`src/rtl/tmds_word_aligner.sv`:
```
module tmds_word_aligner #(
  parameter int HITS   = 8,
  parameter int DWELL  = 128,
  parameter int MISSES = 4,
  parameter int DEPTH  = 4
) (
  input  logic       clk,
  input  logic       rst_n,
  input  logic       link_reset,
  input  logic [9:0] ch0_raw,
  input  logic [9:0] ch1_raw,
  input  logic [9:0] ch2_raw,
  output logic [9:0] ch0_word,
  output logic [9:0] ch1_word,
  output logic [9:0] ch2_word,
  output logic       word_valid,
  output logic [2:0] ch_locked,
  output logic       all_locked
);
  localparam int W   = 10;
  localparam int NCH = 3;
  localparam int HW  = $clog2(HITS);
  localparam int TW  = $clog2(DWELL);
  localparam int MW  = $clog2(MISSES);
  localparam int AW  = $clog2(DEPTH);
  localparam logic [HW-1:0] HIT_LAST  = HW'(HITS - 1);
  localparam logic [TW-1:0] DWELL_END = TW'(DWELL - 1);
  localparam logic [MW-1:0] MISS_END  = MW'(MISSES - 1);
  localparam logic [3:0]    ROT_END   = 4'(W - 1);

  function automatic logic is_tok(input logic [W-1:0] v);
    return v == 10'b1101010100 || v == 10'b0010101011 ||
           v == 10'b0101010100 || v == 10'b1010101011;
  endfunction

  logic [NCH-1:0][W-1:0] raw_in, word_out;
  logic [NCH-1:0]        seen;
  logic                  running, go;

  assign raw_in     = {ch2_raw, ch1_raw, ch0_raw};
  assign ch0_word   = word_out[0];
  assign ch1_word   = word_out[1];
  assign ch2_word   = word_out[2];
  assign all_locked = &ch_locked;
  assign go         = all_locked & ~link_reset & (running | &seen);

  for (genvar c = 0; c < NCH; c++) begin : g_lane
    logic [W-1:0]   prev, aligned, out_q;
    logic [2*W-1:0] win;
    logic [3:0]     rot;
    logic [HW-1:0]  hits;
    logic [TW-1:0]  dwell;
    logic [MW-1:0]  bad;
    logic [AW-1:0]  wp, rp, mark, rptr;
    logic           lk, tok_q, hit, any_rot, stray, run_end, seen_q;
    logic [W-1:0]   fifo [DEPTH];

    assign win     = {raw_in[c], prev};
    assign aligned = W'(win >> rot);
    assign hit     = is_tok(aligned);
    assign stray   = any_rot & ~hit;
    assign run_end = lk & tok_q & ~hit;
    assign rptr    = running ? rp : mark;

    always_comb begin
      any_rot = 1'b0;
      for (int r = 0; r < W; r++)
        if (is_tok(win[r +: W])) any_rot = 1'b1;
    end

    always_ff @(posedge clk or negedge rst_n) begin
      if (!rst_n) begin
        prev <= '0; tok_q <= 1'b0; lk <= 1'b0; rot <= '0;
        hits <= '0; dwell <= '0; bad <= '0;
      end else begin
        prev  <= raw_in[c];
        tok_q <= hit;
        if (link_reset) begin
          lk <= 1'b0; rot <= '0; hits <= '0; dwell <= '0; bad <= '0;
        end else if (!lk) begin
          if (hit && hits == HIT_LAST) begin
            lk <= 1'b1; hits <= '0; dwell <= '0; bad <= '0;
          end else if (dwell == DWELL_END) begin
            dwell <= '0; hits <= '0;
            rot   <= (rot == ROT_END) ? 4'd0 : rot + 4'd1;
          end else begin
            dwell <= dwell + 1'b1;
            hits  <= hit ? hits + 1'b1 : '0;
          end
        end else if (stray) begin
          if (bad == MISS_END) begin
            lk <= 1'b0; bad <= '0; hits <= '0; dwell <= '0;
          end else begin
            bad <= bad + 1'b1;
          end
        end else begin
          bad <= '0;
        end
      end
    end

    always_ff @(posedge clk) begin
      if (lk) fifo[wp] <= aligned;
    end

    always_ff @(posedge clk or negedge rst_n) begin
      if (!rst_n) begin
        wp <= '0; rp <= '0; mark <= '0; seen_q <= 1'b0; out_q <= '0;
      end else begin
        if (lk) wp <= wp + 1'b1;
        if (link_reset || !lk || !all_locked) seen_q <= 1'b0;
        else if (run_end && !seen_q) begin
          seen_q <= 1'b1;
          mark   <= wp;
        end
        if (go) begin
          out_q <= fifo[rptr];
          rp    <= rptr + 1'b1;
        end else begin
          out_q <= '0;
        end
      end
    end

    assign ch_locked[c] = lk;
    assign seen[c]      = seen_q;
    assign word_out[c]  = out_q;
  end

  always_ff @(posedge clk or negedge rst_n) begin
    if (!rst_n) begin
      running    <= 1'b0;
      word_valid <= 1'b0;
    end else begin
      running    <= go;
      word_valid <= go;
    end
  end
endmodule

```
`config.mk`:
```
export PLATFORM = sky130hd
export DESIGN_NAME = tmds_word_aligner
export DESIGN_NICKNAME = d
export VERILOG_FILES = /design/src/rtl/tmds_word_aligner.sv
export SDC_FILE = /design/constraint.sdc
export NUM_CORES = 1
export LEC_CHECK = 0
export ABC_AREA = 1
export BUFFER_PORTS_ARGS = -buffer_cell sky130_fd_sc_hd__buf_4
export CORE_MARGIN = 1
export CORE_UTILIZATION = 42
export CTS_CLUSTER_SIZE = 20
export DETAILED_ROUTE_END_ITERATION = 10
export SLEW_MARGIN = 5
export SYNTH_ARGS = -nofsm -noshare
export SYNTH_HDL_FRONTEND = slang
export SYNTH_SLANG_ARGS = --single-unit
```
`constraint.sdc`:
```
create_clock -name clk -period 5.1 [get_ports clk]
set_clock_uncertainty 0.05 [all_clocks]
set_input_delay 0.255 -clock clk [delete_from_list [all_inputs] [get_ports clk]]
set_output_delay 0.255 -clock clk [all_outputs]
set_load 0.01 [all_outputs]
```
# Word-level counts from Yosys, hierarchy flattened
# Memories as Yosys holds them, arrays and structs flattened.
# Index checks and enable logic that the tools add are counted.
# word_totals
inputBits	33
regBits	136
out_inout_bits	35
mem_bits_rw	120
memories	3
# mem_list
memory	depth	width	rd	rd_clocked_by_memory_dff	wr	line	source
g_lane[0].fifo	4	10	1	0	1	56	logic [W-1:0] fifo [DEPTH];
g_lane[1].fifo	4	10	1	0	1	56	
g_lane[2].fifo	4	10	1	0	1	56	
# classes
n_mux	132
eq_ne	156
bitwise	19
reduce_logical	138
n_addsub	18
n_shift	3
# op_table
operator	n
$eq 10x10->1 const B	66
$eq 10x8->1 const B	33
$eq 10x9->1 const B	33
$mux 7	18
$logic_or 1x1->1	105
$mux 3	21
$mux 4	15
$shr 20x4->10	3
$mux 1	57
$mux 2	18
$mux 10	3
$add 7x1->7 const B	3
$eq 7x7->1 const B	3
$add 2x1->2 const B	9
$ne 3x2->1 const B	6
$reduce_and 3->1	5
$add 4x1->4 const B	3
$eq 4x4->1 const B	3
$ne 2x2->1 const B	6
$reduce_and 2->1	6
$reduce_bool 2->1	6
$and 1x1->1	11
$add 3x1->3 const B	3
$eq 3x3->1 const B	3
other kinds (6)	27

# Logic depth before layout (Yosys ltp)
# Gate-level depths: netlist (run 1).
# logic_depth
word_depth	18
mapped_depth	18
ltp_nobuf	17

# Worst setup path before layout (run 1)
# Ideal clock, no wire load.
# synth_timing
path_kind	reg2reg
from	reg g_lane[1].rot[0]
to	reg g_lane[1].rot[2]
arrival_ns	1.841
setup_slack_ns	3.088
required_time_ns	4.929
setup_ns	0.121
path_buffers	1
path_stages_with_launch	18
path_cell_list	dfrtp_1 -> inv_2 -> buf_2 -> nand2_1 -> nand3_1 -> nand3_1 -> nand2_1 -> nand2_1 -> nand2_1 -> nand2_1 -> nor2_1 -> nand3_2 -> nand2_4 -> nand2_4 -> nand2_2 -> nand2_2 -> nand2_1 -> o21ai_2
# synth_between
elab_chain_cells	8
# synth_rtl
item	line	source
start, declared	50	logic [3:0] rot;
start signal, assigned	85	rot <= (rot == ROT_END) ? 4'd0 : rot + 4'd1;
$shr 20x4->10 *	59	assign aligned = W'(win >> rot);
via g_lane[1].aligned[0]	48	logic [W-1:0] prev, aligned, out_q;
$eq 10x10->1 / $eq 10x8->1 (equally long branches)	32	return v == 10'b1101010100 || v == 10'b0010101011 ||
$logic_or 1x1->1 (2 in a row)	32	
$logic_or 1x1->1 *	33	v == 10'b0101010100 || v == 10'b1010101011;
via g_lane[1].hit	55	logic lk, tok_q, hit, any_rot, stray, run_end, seen_q;
$logic_and 1x1->1 *	81	if (hit && hits == HIT_LAST) begin
$ne 2x2->1 (no source line) *	-	
$reduce_and 3->1 (no source line) *	-	
# Mark *: on every way through the listed nets, which the timed path passes. The rest lies on a longest branch. The select of a mux whose other input is x is not followed.
# A chain may end at the register's enable or synchronous reset.

# Final worst setup path (run 1)
# layout_timing
from	reg g_lane[1].rot[1]
to	reg g_lane[1].rot[2]
# Same word-level chain as after synthesis.

==> flow_metrics.tcl, run 1 <==
set metrics [dict create \
    outcome "finished clean" \
    swShare_pct 26.5 \
    synth_area_mm2 0.0140 \
    cellPowerDensity_mw_per_mm2 304 \
    yosysUniqueCellTypes 46 \
    vias_per_cell 5.24 \
    r2r_end "g_lane[1].rot[2]" \
    drc 0 \
    area.sequential_mm2 0.00701 \
    gp_congestion 0.869 \
    grt_pass1_vias 11400 \
    synth.top_cell.area_share_pct 25.8 \
    finalSetupTns_ns 0 \
    cts-resized-gates 0 \
    cp.required_ns 5.47 \
    worst_slack_ns 1.87 \
    vias 11900 \
    min-delay-path-class "in -> reg" \
    grt_first_pass_wirelength_mm 57.9 \
    hold_slack_ns 0.323 \
    yosysWarnings 0 \
    grt_max_degree 90 \
    synthFlopType "dfrtp_1" \
    maxCapViolCount 0 \
    hold_violations 0 \
    firstDrtPassIters 6 \
    hold_depth 2 \
    grt-ovfl-total 0 \
    syn_inst 1745 \
    coreArea_mm2 0.0326 \
    rows 66 \
    p_comb_share_pct 11.7 \
    synth_edf_count 120 \
    synth_area_leaders "edfxtp_1 26%, dfrtp_1 24%, nand2_1 11%" \
    cts_hold_buf 32 \
    net-switching-power_mw 1.29 \
    final_cell_mix "404 x nand2_1, 295 x nand3_1, 244 x nor2_1" \
    groute.usage.overall_pct 21.1 \
    cts_buffers 29 \
    clk_pin_slew_worst_paths_ns 0.06 \
    n_fill_cell 3146 \
    dieArea_mm2 0.0340 \
    cts_setup_buffers 0 \
    antenna_cells 0 \
    worstMarginPinSlew_ns 1.08 \
    avgSynthCellArea_um2 8.02 \
    crit_fanout 22 \
    cp.arrival_ns 3.60 \
    yosys_register_bits 256 \
    synth.yosys.seq_area_share_pct 50.1 \
    avgRoutedWirePerCell_um 15.3 \
    cts_root_buf "clkbuf_16" \
    period_minus_slack_ns 3.23 \
    fmax_mhz 310 \
    antenna_found_initial 0 \
    cts_tree "done" \
    rsz0062_at_grt "false" \
    setup-violations-final 0 \
    die_w_um 185 \
    p_leak_nw 7.32 \
    htreeDepth 1 \
    min-delay-start "ch2_raw[9]" \
    top_usage_layer "met2" \
    io_pins 68 \
    clock_power_share_pct 40.8 \
    met1_usage_pct 29.2 \
    dpl.hpwl_mm 23.6 \
    seqPwrFrac_pct 47.5 \
    clock_latency_ns 0.54 \
    drive_gt1_share_pct 9.21 \
    synth_nets 1808 \
    wirelength_mm 34.9 \
    maxSlewHeadroom_pct 27.7 \
    met2_usage_pct 34.9 \
    reg2regPathDepth 15 \
    io_buffers 67 \
    endpoint_kind "register" \
    r2r_slack_ns 1.87 \
    area_growth_pct 14.2 \
    cp-start-kind "register" \
    ir_drop_mv 0.242 \
    grtUsageMet3_pct 2.69 \
    cts_buffer_depth 3 \
    synth_largest_area_cell "edfxtp_1" \
    p_int_mw 3.57 \
    cts.sinks 256 \
    reg2reg_from "g_lane[1].rot[1]" \
    dp_slack_ns 1.92 \
    fp.dieH_um 185 \
    holdPathEnd "g_lane[2].prev[9]" \
    drv_slew 0 \
    start_util_pct 42.9 \
    ant_nets 0 \
    multiInputGateArea_mm2 0.00606 \
    critical_path_class "reg -> reg" \
    drt_iter0_drc 892 \
    min_period_over_period_pct 63.3 \
    layout.nets 1876 \
    mostFrequentLayoutCell "nand2_1" \
    async_reset_ff_share_pct 53.1 \
]
==> worst max-delay path by stage <==
stage                     start                  to  slack, ns  depth (start not counted)
6_report       g_lane[1].rot[1]    g_lane[1].rot[2]       1.87                         15
5_1_grt        g_lane[1].rot[1]    g_lane[1].rot[2]       1.54                         15
4_1_cts        g_lane[0].rot[1]  g_lane[0].dwell[6]       1.90                         14
3_5_place_dp   g_lane[1].rot[1]    g_lane[1].rot[0]       1.92                         15
3_3_place_gp   g_lane[1].rot[1]    g_lane[1].rot[0]       1.95                         15
2_1_floorplan  g_lane[1].rot[0]    g_lane[1].rot[2]       3.09                         17
==> synthesized netlist by cell type (2+ instances only) <==
cell,count
dfrtp_1,136
clkbuf_1,29
a21oi_2,2
buf_1,5
a32o_1,3
nor4_1,2
o211ai_1,3
ha_1,30
nand3_2,5
or2_2,8
buf_2,23
nor3b_1,2
nand2_2,14
o21ai_0,96
nand2_4,2
clkinv_1,3
o31ai_1,5
nor2_4,2
nand4_1,38
xor2_1,12
o21ai_1,11
nand3_1,295
buf_6,3
nor2_1,244
o22ai_1,3
buf_4,10
nor3_1,22
nand2_1,404
xnor2_1,4
edfxtp_1,120
inv_2,8
inv_1,137
a21boi_2,2
a21oi_1,50
==> per-stage QoR <==
| stage | power (mW) | area, um^2 | cells | util [%] |
|---|---|---|---|---|
| after floorplan | 2.72 | 14000 | 1745 | - |
| after global placement | 2.89 | 14800 | 2192 | 45.2 |
| after detailed placement | 2.90 | 14800 | 2192 | 45.2 |
| after CTS | 4.92 | 16000 | 2277 | 49.0 |
| after global routing | 5.08 | 16000 | 2277 | 49.0 |
| final | 4.86 | 16000 | 2277 | 49.0 |
==> state kept, by name (all words and copies together) (netlist names), 6 cells and up <==
| name | count |
|---|---|
| g_lane.dwell | 21 |
| g_lane.bad | 6 |
| g_lane.fifo | 120 |
| ch0_word | 10 |
| g_lane.rot | 12 |
| ch2_word | 10 |
| ch1_word | 10 |
| g_lane.prev | 30 |
| g_lane.hits | 9 |
| g_lane.mark | 6 |
| g_lane.wp | 6 |
| g_lane.rp | 6 |
==> logic make-up (layout without fill, tap and decap cells) <==
family,Yosys count,count (layout),synth area share (%)
xor+xnor,16,16,1.00
fa+ha+maj,30,30,2.68
flops,256,256,50.1
compound gates,181,181,7.10
buf+inv,220,310,6.57
simple gates,1042,1042,32.6
==> cell type report <==
cell class | instances | area share, %
well taps | 442 | 3.46
clock inverters | 20 | 0.947
repair buffers | 107 | 5.55
inverters | 150 | 3.55
multi-input cells | 1269 | 37.9
flip-flops and latches | 256 | 43.8
clock buffers | 33 | 4.70
==> layer usage <==
metal  wire (um)  vias up  share of wire [%]
met2       16200      318                 46
met4         691        0                2.0
met3        1520       44                4.4
met5           0        -                  0
li1            -     5973                  -
met1       16500     5600                 47
==> power groups by stage <==
stage	clock network, mW	logic (mW)	registers (mW)
floorplan	0	0.406	2.31
global placement	0	0.540	2.35
detailed placement	0	0.548	2.35
CTS	2.04	0.569	2.31
global route	2.11	0.658	2.32
finish	1.98	0.570	2.31
==> worst max-delay path, stage by stage (launching register included) <==
cell     delay [ns]
dfrtp_1        0.85
inv_1          0.55
nand3_1        0.27
nand3_1        0.09
nand2_1        0.12
nand2_1        0.06
nand2_1        0.20
nand2_1        0.09
nor2_1         0.12
nand3_2        0.10
nand2_4        0.16
nand2_4        0.08
nand2_2        0.11
nand2_2        0.09
nand2_1        0.11
o21ai_2        0.05
Power figures use the tool's default switching activity.
==> run 2: changes to the inputs <==
--- a/config.mk
+++ b/config.mk
@@ -5,7 +5,7 @@
 export SDC_FILE = /design/constraint.sdc
 export NUM_CORES = 1
 export LEC_CHECK = 0
-export ABC_AREA = 1
+export ABC_AREA = 0
 export BUFFER_PORTS_ARGS = -buffer_cell sky130_fd_sc_hd__buf_4
 export CORE_MARGIN = 1
 export CORE_UTILIZATION = 42
==> constraint.sdc (replaced) <==
create_clock -name clk -period 2.9 [get_ports clk]
set_clock_uncertainty 0.05 [all_clocks]
set_input_delay 0.145 -clock clk [delete_from_list [all_inputs] [get_ports clk]]
set_output_delay 0.145 -clock clk [all_outputs]
set_load 0.01 [all_outputs]
==> run 2 against run 1 <==
The flow now finishes with violations (negative setup slack). Sequential share of layout area shrank 4.1 points. Utilization grew 6.6 points. First-iteration DRC count shrank 40%.
==> flow_metrics.tcl, run 2 <==
set metrics [dict create \
    cp.arrival_ns 3.61 \
    met3RoutedLength_um 981 \
    io_buffers 67 \
    synth_top_family_by_area "multiplexers" \
    wl_met1_mm 14.4 \
    synth.yosys.seq_area_share_pct 51.4 \
    p_comb_share_pct 7.4 \
    synth_largest_area_cell "edfxtp_1" \
    avgSynthCellArea_um2 12.6 \
    cp-start-kind "register" \
    maxCapViolCount 0 \
    setup-violations-final 47 \
    dp_slack_ns -0.480 \
    r2r_end "g_lane[0].mark[1]" \
    synthSimpleGateAreaFrac_pct 13.6 \
    synthAdderAreaFrac_pct 2.76 \
    reg2regPathDepth 10 \
    cts_buffer_depth 3 \
    ir_drop_mv 0.454 \
    top_layer_used "met4" \
    crit_family "multiplexers" \
    yosysUniqueCellTypes 80 \
    synth-compound-area-share_pct 9.09 \
    worstMarginPinSlew_ns 0.861 \
    synth_area_mm2 0.0136 \
    yosysWarnings 0 \
    synthFlopType "dfrtp_1" \
    cp_slowest_cell "mux4_2" \
    reg2reg_from "g_lane[0].rot[0]" \
    seqPwrFrac_pct 48.7 \
    synth_nets 1142 \
    cts_buffers 29 \
    vias_per_cell 5.56 \
    place_area_mm2 0.0155 \
    outcome "finished with violations" \
    synth.most_common_cell "dfrtp_1" \
    path_depth 10 \
    crit_chain "buf_12 > mux2_4 > mux2_2 > mux4_2 > nand2b_4 > or4_4 > mux2_4 > buf_6 > nand3_4 > mux2_4" \
    final_cell_mix "188 x buf_4, 134 x dfrtp_1, 120 x edfxtp_1" \
    wirelength_mm 31.3 \
    min_period_over_period_pct 111 \
    drive_gt1_share_pct 36.6 \
    ant_nets 0 \
    cts_root_buf "clkbuf_16" \
    power_mw 7.99 \
    groute.usage.overall_pct 19.1 \
    async_reset_ff_share_pct 53.1 \
    placedCellCount 1620 \
    largest_register "g_lane.fifo" \
    hold_violations 0 \
    net-switching-power_mw 1.86 \
    drc 0 \
    rows 65 \
    critical_path_class "reg -> reg" \
    cts_tree "done" \
    cp.required_ns 3.29 \
    fmax_mhz 311 \
    maxSlewHeadroom_pct 41.9 \
    avgRoutedWirePerCell_um 18.1 \
    drv_slew 0 \
    clock_power_share_pct 43.9 \
    worst_slack_ns -0.320 \
    die_w_um 182 \
    rsz0062_at_grt "true" \
    yosys-top-cells-count "136 x dfrtp_1, 120 x edfxtp_1, 79 x nand2_1" \
    dpl.hpwl_mm 21.3 \
    synth-xor-area-share_pct 0.643 \
    syn_inst 1079 \
    antenna_found_initial 0 \
    swShare_pct 23.3 \
    hold_slack_ns 0.0882 \
    yosys_register_bits 256 \
    instances_no_fill 1730 \
    gp_congestion 0.887 \
    synth.top_cell.area_share_pct 26.5 \
    grt_pass1_vias 9740 \
    clock_latency_ns 0.56 \
    synth_area_leaders "edfxtp_1 26%, dfrtp_1 25%, mux4_2 12%" \
    worst-path-buf-inv 2 \
    io_pins 68 \
    fin_area_mm2 0.0176 \
    min-delay-path-class "in -> async" \
    firstDrtPassIters 5 \
    grt-ovfl-total 0 \
    largest_reg_flops 120 \
    vias 9617 \
    reg_top3 "g_lane.fifo (120), g_lane.prev (30), g_lane.dwell (21)" \
    grt_first_pass_wirelength_mm 51.4 \
    endpoint_kind "register" \
    synthMuxAreaShare_pct 18.5 \
    antenna_cells 0 \
    area_growth_pct 29.3 \
    cts.sinks 256 \
    cellPowerDensity_mw_per_mm2 453 \
    htreeDepth 1 \
    grt_max_degree 64 \
    start_util_pct 42.9 \
    slowest_delay_ns 0.48 \
    dieArea_mm2 0.0332 \
    clk_pin_slew_worst_paths_ns 0.06 \
    drt_iter0_drc 538 \
    layout.nets 1368 \
    path_common_cell "mux2_4" \
    r2r_slack_ns -0.32 \
    period_minus_slack_ns 3.22 \
    wl_met2_mm 15.4 \
    p_leak_nw 7.04 \
    coreArea_mm2 0.0317 \
    violations "negative setup slack" \
    synth_edf_count 120 \
    fp.dieH_um 182 \
    crit_fanout 6 \
    p_int_mw 6.13 \
    mostFrequentLayoutCell "buf_4" \
]
-- run 2: kinds of logic (layout without fill, tap and decap cells) --
family,Yosys count,after routing
mux,150,150
fa+ha+maj,30,30
simple gates,336,336
xor+xnor,10,10
flops,256,256
compound gates,172,173
buf+inv,125,373
-- run 2: cell type report --
class / instances / area (um^2)
clock buffer: 36 / 772
clock inverter: 18 / 154
fill: 2639 / 14100
multi-input combinational: 699 / 6720
timing repair buffer: 256 / 2220
tap: 402 / 503
sequential: 256 / 7010
inverter: 63 / 239
-- run 2: power by group through the flow --
stage / clock network (mW) / logic (mW) / registers (mW)
2_1_floorplan: 0 / 0.257 / 3.94
3_3_place_gp: 0 / 0.508 / 3.96
3_5_place_dp: 0 / 0.515 / 3.96
4_1_cts: 3.60 / 0.577 / 3.89
5_1_grt: 3.74 / 0.647 / 3.89
6_report: 3.51 / 0.591 / 3.89
-- run 2: routing by layer --
metal	up-vias	track usage, %
met5	-	0
met4	0	4.61
met3	35	2.14
met2	173	32.2
met1	4845	26.6
li1	4564	-
-- run 2: metrics by stage --
step                TNS (ns)  utilization (%)
finish                 -5.16             55.5
global route          -11.62             55.5
CTS                    -5.24             54.5
detailed placement    -10.93             48.8
global placement       -8.55             48.8
floorplan              -2.53                -
-- run 2: timing repair --
| action | CTS | global route |
|---|---|---|
| setup buffers | 17 | 7 |
| pin swaps | 29 | 37 |
| gates resized for setup | 89 | 64 |
| hold buffers | 32 | 0 |
| gates cloned | 2 | 1 |
| endpoints found under the setup margin | 57 | 61 |
| hold endpoints to repair | 96 | 0 |
-- run 2: worst max path at each step --
stage / slack [ns] / to / from
2_1_floorplan: -0.20 / g_lane[0].hits[0] / g_lane[0].rot[0]
3_3_place_gp: -0.41 / g_lane[0].dwell[5] / g_lane[0].rot[0]
3_5_place_dp: -0.48 / g_lane[0].dwell[5] / g_lane[0].rot[0]
4_1_cts: -0.30 / g_lane[0].mark[1] / g_lane[0].rot[0]
5_1_grt: -0.39 / g_lane[0].mark[1] / g_lane[0].rot[0]
6_report: -0.32 / g_lane[0].mark[1] / g_lane[0].rot[0]
